$ cat config.mk
export PLATFORM = sky130hd
export DESIGN_NAME = dds_phase_front
export DESIGN_NICKNAME = d
export VERILOG_FILES = /design/src/rtl/dds_front_pkg.sv /design/src/rtl/dds_step_bank.sv /design/src/rtl/dds_step_select.sv /design/src/rtl/dds_phase_core.sv /design/src/rtl/dds_phase_front.sv
export SDC_FILE = /design/constraint.sdc
export NUM_CORES = 1
export LEC_CHECK = 0
export ABC_AREA = 1
export BUFFER_PORTS_ARGS = -buffer_cell sky130_fd_sc_hd__buf_2
export CORE_MARGIN = 2
export CORE_UTILIZATION = 55
export CTS_CLUSTER_DIAMETER = 80
export DETAILED_ROUTE_END_ITERATION = 10
export PLACE_DENSITY = 0.77
export REMOVE_ABC_BUFFERS = 1
export SETUP_SLACK_MARGIN = 0.5
export SYNTH_ARGS = -nofsm -noshare
export SYNTH_HDL_FRONTEND = slang
export SYNTH_SLANG_ARGS = --single-unit
$ cat constraint.sdc
create_clock -name clk -period 2.95 [get_ports clk]
set_input_delay 0.295 -clock clk [delete_from_list [all_inputs] [get_ports clk]]
set_output_delay 0.295 -clock clk [all_outputs]
set_load 0.01 [all_outputs]
$ cat src/rtl/dds_front_pkg.sv
`timescale 1ns/1ps
package dds_front_pkg;
  localparam int DEF_PHASE_W = 32;
  localparam int DEF_ADDR_W  = 12;
  localparam int NUM_SLOTS   = 2;

  typedef enum logic {
    SLOT_A = 1'b0,
    SLOT_B = 1'b1
  } slot_e;
endpackage

$ cat src/rtl/dds_step_bank.sv
`timescale 1ns/1ps
module dds_step_bank #(
  parameter int W     = 32,
  parameter int SLOTS = 2,
  parameter int IDX_W = 1
) (
  input  logic               clk,
  input  logic               rst,
  input  logic               wr_en,
  input  logic [IDX_W-1:0]   wr_slot,
  input  logic [W-1:0]       wr_data,
  output logic [SLOTS*W-1:0] slots_flat
);
  localparam logic [W-1:0] STEP_MAX = {1'b0, {(W-1){1'b1}}};

  function automatic logic [W-1:0] limit_step(input logic [W-1:0] word);
    limit_step = word[W-1] ? STEP_MAX : word;
  endfunction

  for (genvar g = 0; g < SLOTS; g++) begin : g_slot
    logic [W-1:0] step_q;
    always_ff @(posedge clk) begin
      if (rst)
        step_q <= '0;
      else if (wr_en && (wr_slot == IDX_W'(g)))
        step_q <= limit_step(wr_data);
    end
    assign slots_flat[g*W +: W] = step_q;
  end
endmodule

$ cat src/rtl/dds_step_select.sv
`timescale 1ns/1ps
module dds_step_select #(
  parameter int W     = 32,
  parameter int SLOTS = 2,
  parameter int IDX_W = 1
) (
  input  logic [SLOTS*W-1:0] slots_flat,
  input  logic [IDX_W-1:0]   pick,
  output logic [W-1:0]       step
);
  always_comb begin
    step = '0;
    for (int i = 0; i < SLOTS; i++)
      if (pick == IDX_W'(i)) step = slots_flat[i*W +: W];
  end
endmodule

$ cat src/rtl/dds_phase_core.sv
`timescale 1ns/1ps
module dds_phase_core #(
  parameter int W = 32
) (
  input  logic         clk,
  input  logic         rst,
  input  logic [W-1:0] step,
  output logic [W-1:0] phase_q
);
  function automatic logic [W-1:0] advance(input logic [W-1:0] cur,
                                           input logic [W-1:0] inc);
    logic [W:0] wide;
    wide    = {1'b0, cur} + {1'b0, inc};
    advance = wide[W-1:0];
  endfunction

  always_ff @(posedge clk) begin
    if (rst) phase_q <= '0;
    else     phase_q <= advance(phase_q, step);
  end
endmodule

$ cat src/rtl/dds_phase_front.sv
`timescale 1ns/1ps
module dds_phase_front #(
  parameter int PHASE_W = dds_front_pkg::DEF_PHASE_W,
  parameter int ADDR_W  = dds_front_pkg::DEF_ADDR_W
) (
  input  logic               clk,
  input  logic               rst,
  input  logic               wr_en,
  input  logic               wr_slot,
  input  logic [PHASE_W-1:0] wr_data,
  input  logic               tune_slot,
  output logic [PHASE_W-1:0] phase_out,
  output logic [ADDR_W-1:0]  conv_addr
);
  localparam int SLOTS = dds_front_pkg::NUM_SLOTS;
  localparam int IDX_W = 1;

  logic [SLOTS*PHASE_W-1:0] slots_flat;
  logic [PHASE_W-1:0]       active_step;
  logic                     write_fire;

  assign write_fire = wr_en & ~rst;

  dds_step_bank #(.W(PHASE_W), .SLOTS(SLOTS), .IDX_W(IDX_W)) u_bank (
    .clk        (clk),
    .rst        (rst),
    .wr_en      (wr_en),
    .wr_slot    (wr_slot),
    .wr_data    (wr_data),
    .slots_flat (slots_flat)
  );

  dds_step_select #(.W(PHASE_W), .SLOTS(SLOTS), .IDX_W(IDX_W)) u_sel (
    .slots_flat (slots_flat),
    .pick       (tune_slot),
    .step       (active_step)
  );

  dds_phase_core #(.W(PHASE_W)) u_core (
    .clk     (clk),
    .rst     (rst),
    .step    (active_step),
    .phase_q (phase_out)
  );

  assign conv_addr = phase_out[PHASE_W-1 -: ADDR_W];
endmodule

Word-level counts from Yosys, hierarchy flattened
Index checks and enable logic that the tools add are counted.

Bits in registers: 96. Bits of input ports: 37. Word-level logic and storage cells: 9. Output and inout port bits: 44.

Add/subtract/negate cells: 1. Muxes and demuxes: 2. Bitwise gates (word level): 1. Reductions and logical operators: 2.

Operator list (number): adder 32 bit (1); two-way mux 32 bit (1); two-way mux 31 bit (1); logical AND 1 bit (2); NOT 1 bit (1).

Longest topological paths before layout
Depth in word-level cells: 2. Gate-level depth with buffers: 16. Mapped depth without buffers: 14.

Modules after synthesis
A second synthesis with hierarchy kept.

Cell total of the unflattened synthesis: 1152. Area total of the unflattened synthesis: 6652.6 sq um.

By module, submodules not included: dds_phase_core (cells an instance 573, times used 1, area an instance 3263.1 sq um, seq. area each 640.6 sq um); dds_step_bank (cells an instance 463, times used 1, area an instance 2807.7 sq um, seq. area each 1241.2 sq um); dds_step_select (cells an instance 104, times used 1, area an instance 491.7 sq um, seq. area each 0.0 sq um); dds_phase_front (cells an instance 12, times used 1, area an instance 90.1 sq um, seq. area each 0.0 sq um).

Least setup slack after synthesis
No wires, ideal clock.

Kind: in2reg. Start point: in tune_slot. End point: reg u_core.phase_q[28]. Arrival time: 2.073 ns. Setup slack: 0.762 ns. Path buffers: 2. Data required time: 2.835 ns. Library setup time: 0.115 ns. Cell stages on the path: 14. Cells stage by stage: clkbuf_1 -> clkbuf_1 -> nand2_1 -> o21ai_0 -> ha_1 -> fa_1 -> nand3_1 -> nand3_1 -> nand3_1 -> nand3_1 -> nand2_1 -> nand3_1 -> nand2_1 -> nor2_1.

Word-level cells in the longest chain between the ends: 2.

RTL lines: start: declaration (RTL line dds_phase_front.sv:11) `input logic tune_slot,`; two-way mux 32 bit (RTL line dds_step_select.sv:14) `if (pick == IDX_W'(i)) step = slots_flat[i*W +: W];`; adder 32 bit (RTL line dds_phase_core.sv:13) `wide = {1'b0, cur} + {1'b0, inc};`; end signal: assignment (RTL line dds_phase_core.sv:19) `else phase_q <= advance(phase_q, step);`; end: declaration (RTL line dds_phase_core.sv:8) `output logic [W-1:0] phase_q`.

No other way between the ends. A chain may end at the register's enable or synchronous reset.

Worst setup path in the final report
Start point: reg u_bank.g_slot[1].step_q[0]. End point: reg u_core.phase_q[20].

Word-level cells in the longest chain between the ends: 2.

RTL lines: start: declaration (RTL line dds_step_bank.sv:21) `logic [W-1:0] step_q;`; start signal: assignment (RTL line dds_step_bank.sv:26) `step_q <= limit_step(wr_data);`; two-way mux 32 bit (RTL line dds_step_select.sv:14); adder 32 bit (RTL line dds_phase_core.sv:13).

No other way between the ends.

==> summary.md <==
| Metric | Value |
|---|---|
| Status | `finished clean` |
| H-tree Lvls | `3` |
| Initial antenna violation count | `0` |
| Post-synth top area share | `a little under a third` |
| Mapped Avg Cell Area | `~6.2 um^2` |
| Power Density | `around 500 mW/mm^2` |
| Crit-path max cell delay | `~0.45 ns` |
| Critical-path top delay cell | `fa_1` |
| Via count | `~5700` |
| Largest net degree at the start of global routing | `63` |
| DIE AREA | `between 0.01 and 0.015 mm^2` |
| Core ar. | `around 0.010 mm^2` |
| Most frequent cells in the layout | `248 x nand2_1, 139 x inv_1, 120 x nor2_1` |
| Dpl ws | `0.478 ns` |
| Lkg Pwr | `roughly 3.5 nW` |
| # rows | `37` |
| Max-Slew Margin vs Limit | `a little under two fifths` |
| Crit path DAT | `between 2 and 2.5 ns` |
| Final WL | `about 14000 um` |
| Total of warnings raised by yosys | `0` |
| Slew Limit Fails | `0` |
| Hold Crit Class | `input pin to register` |
| Setup-failing EPs final | `0` |
| Net switching fraction of the power | `approximately 32%` |
| CTS sink cnt | `94` |
| Starting Density | `around 57%` |
| Critical-path cell list | `nand2_1, o21ai_0, ha_1, fa_1, nand3_1, nand3_1, nand3_1, nand3_1, nand2_1, nand2_1, nand2_1, nand2_1, nor2_1` |
| Setup crit end kind | `register` |
| Worst vdd ir | `around 280 uV` |
| Tcrit/Tclk final | `between 70% and 80%` |
| GRT Util Overall | `a little over a quarter` |
| Avg WL per Cell | `12.3 um` |
| Int Power | `between 2 and 2.5 mW` |
| DP HPWL | `between 10000 and 15000 um` |
| Max Cap Viol | `0` |
| CP startpoint kind | `register` |
| Vias in the first global route | `5276` |
| Root buffer cell | `clkbuf_8` |
| Clk_lat worst skew | `0.38 ns` |
| DRC violations left | `0` |
| WP depth | `13` |
| Wire length of the first global-routing pass | `roughly 24000 um` |
| Count of unique library cells instantiated by Yosys | `28` |
| I/O Pins | `81` |
| Clock Pin Slew Worst Setup and Hold Paths | `about 0.1 ns` |
| Layout area overhead | `10.9%` |
| Setup Skew | `approximately 0.012 ns` |
| Worst Path Required | `3.28 ns` |
| Worst-Margin Slew | `0.946 ns` |
| Hold path depth | `2` |
| Peak Freq | `0.464 GHz` |
| Most frequent CP cell | `nand2_1` |
| Kind of cell adding the most delay to the critical path | `simple AND/OR/NAND/NOR gates` |
| # diodes | `0` |
| Worst-case reg-to-reg path depth | `13` |
| Post-synth top area cell | `dfxtp_1` |
| Port bufs | `80` |
| Final setup margin | `approximately 0.79 ns` |
| Synth top area cells | `dfxtp_1 32%, nand2_1 16%, o21ai_0 8.9%` |
| Setup TNS | `0 ns` |
| Fin crit period | `2.16 ns` |
| Cell area after layout | `around 0.0065 mm^2` |
| Placed Instance Area | `0.00632 mm^2` |
| Hold_buf cts | `0` |
| CTS tree | `yes` |
| WP buf/inv | `0` |
| Detailed-route vias per instance | `between 4 and 5` |
| Critical path peak fanout | `4` |
| Final Hold Viols | `0` |
| Layout cells sized above 1 | `between 10 and 15%` |
| Quantity of gates resized following cts | `0` |
| CTS Buf Count | `9` |
| Synth Register Bits | `between 90 and 100` |
| Setup repair bufs after CTS | `0` |
| Clock share of power | `29.8%` |
| Starting DRT DRC Count | `just under 300` |
| Post-Syn Instances | `954` |
| Most common cell after layout, fill and taps aside | `nand2_1` |
| Die height | `108 um` |
| Final ANT Viol Nets | `0` |
| Crit path kind | `register to register` |
| Logic pwr share | `between 20% and 30%` |
| GP Congestion | `approximately 0.96` |
| Psw | `1.06 mW` |
| RSZ-0062 raised after global routing | `false` |
| Clk buf depth | `2` |
| Nets | `1077` |
| Synth Cell Area | `around 0.0059 mm^2` |
| DRT Pass-1 Iters | `5` |
| Register area share after synthesis | `31.9%` |
| Part of the power in registers | `about 45%` |
| GRT Residual Overflow | `0` |
| DIE WIDTH | `108 um` |
[power groups by stage]
stage          sequential [mW]  combinational (mW)  clock, mW
3_3_place_gp              1.49               0.830          0
4_1_cts                   1.46               0.841      0.987
6_report                  1.46               0.841      0.978
5_1_grt                   1.48               0.963       1.03
3_5_place_dp              1.49               0.838          0
2_1_floorplan             1.52               0.521          0
[worst paths after layout]
kind	startpoint	end	slack [ns]
worst max-delay path	u_bank.g_slot[1].step_q[0]	u_core.phase_q[20]	0.79
worst min-delay path	rst	u_core.phase_q[1]	0.13
worst max register to register	u_bank.g_slot[1].step_q[0]	u_core.phase_q[20]	0.79
worst min register to register	u_bank.g_slot[0].step_q[19]	u_bank.g_slot[0].step_q[19]	0.45
[sequential cells by signal, indices dropped and copies added, names as in the netlist]
register and flops:
u_core.phase_q 32, u_bank.g_slot.step_q 62
[kinds of logic (layout without fill, tap and decap cells)]
| group | after synthesis | in the layout | synth area share (%) |
|---|---|---|---|
| flip-flops | 94 | 94 | 31.9 |
| buffers and inverters | 188 | 246 | 12.7 |
| adder cells (fa/ha/maj) | 32 | 32 | 6.91 |
| AO/OA/AOI/OAI | 185 | 185 | 16.1 |
| XOR/XNOR | 1 | 1 | 0.148 |
| AND/OR/NAND/NOR | 454 | 454 | 32.2 |
[through the flow]
step / util (%) / cells / power [mW] / hold slack [ns]
floorplan: - / 911 / 2.04 / 0.366
global placement: 61.0 / 1133 / 2.32 / 0.431
detailed placement: 61.0 / 1133 / 2.33 / 0.436
CTS: 63.1 / 1148 / 3.29 / 0.122
global route: 63.1 / 1148 / 3.47 / 0.128
finish: 63.1 / 1148 / 3.28 / 0.133
[synth_stat cells]
master / number
buf_2: 1
and2_1: 5
clkbuf_1: 30
a21oi_1: 71
nor2_1: 120
nor3_2: 5
nand3_1: 29
clkinv_1: 3
inv_2: 3
nand3_2: 1
fa_1: 1
nand2_2: 5
nand2_1: 248
ha_1: 31
o21ai_0: 105
dfxtp_1: 94
inv_1: 139
o21bai_1: 5
or2_2: 31
buf_4: 12
and3_1: 1
xnor2_1: 1
a21oi_2: 2
nor2_2: 2
o21ai_1: 1
a21o_1: 1
nand4_1: 5
nor3_1: 2
[cell type report]
cell class                      instances  area (um^2)
Multi-Input combinational cell        672         3270
Timing Repair Buffer                   86          458
Inverter                              145          544
Clock inverter                          3         67.6
Fill cell                            1024         3820
Clock buffer                           12          155
Tap cell                              136          170
Sequential cell                        94         1880
[metal layers]
layer  up-vias  share of wire (%)  global-route usage (%)  routed length [um]
li1       3066                  -                       -                   -
met4         0                1.6                    8.52                 227
met2       139                 43                    41.6                6120
met1      2468                 49                    35.5                6920
met3        19                5.9                    4.72                 826
met5         -                  0                       0                   0
Power figures use the tool's default switching activity.
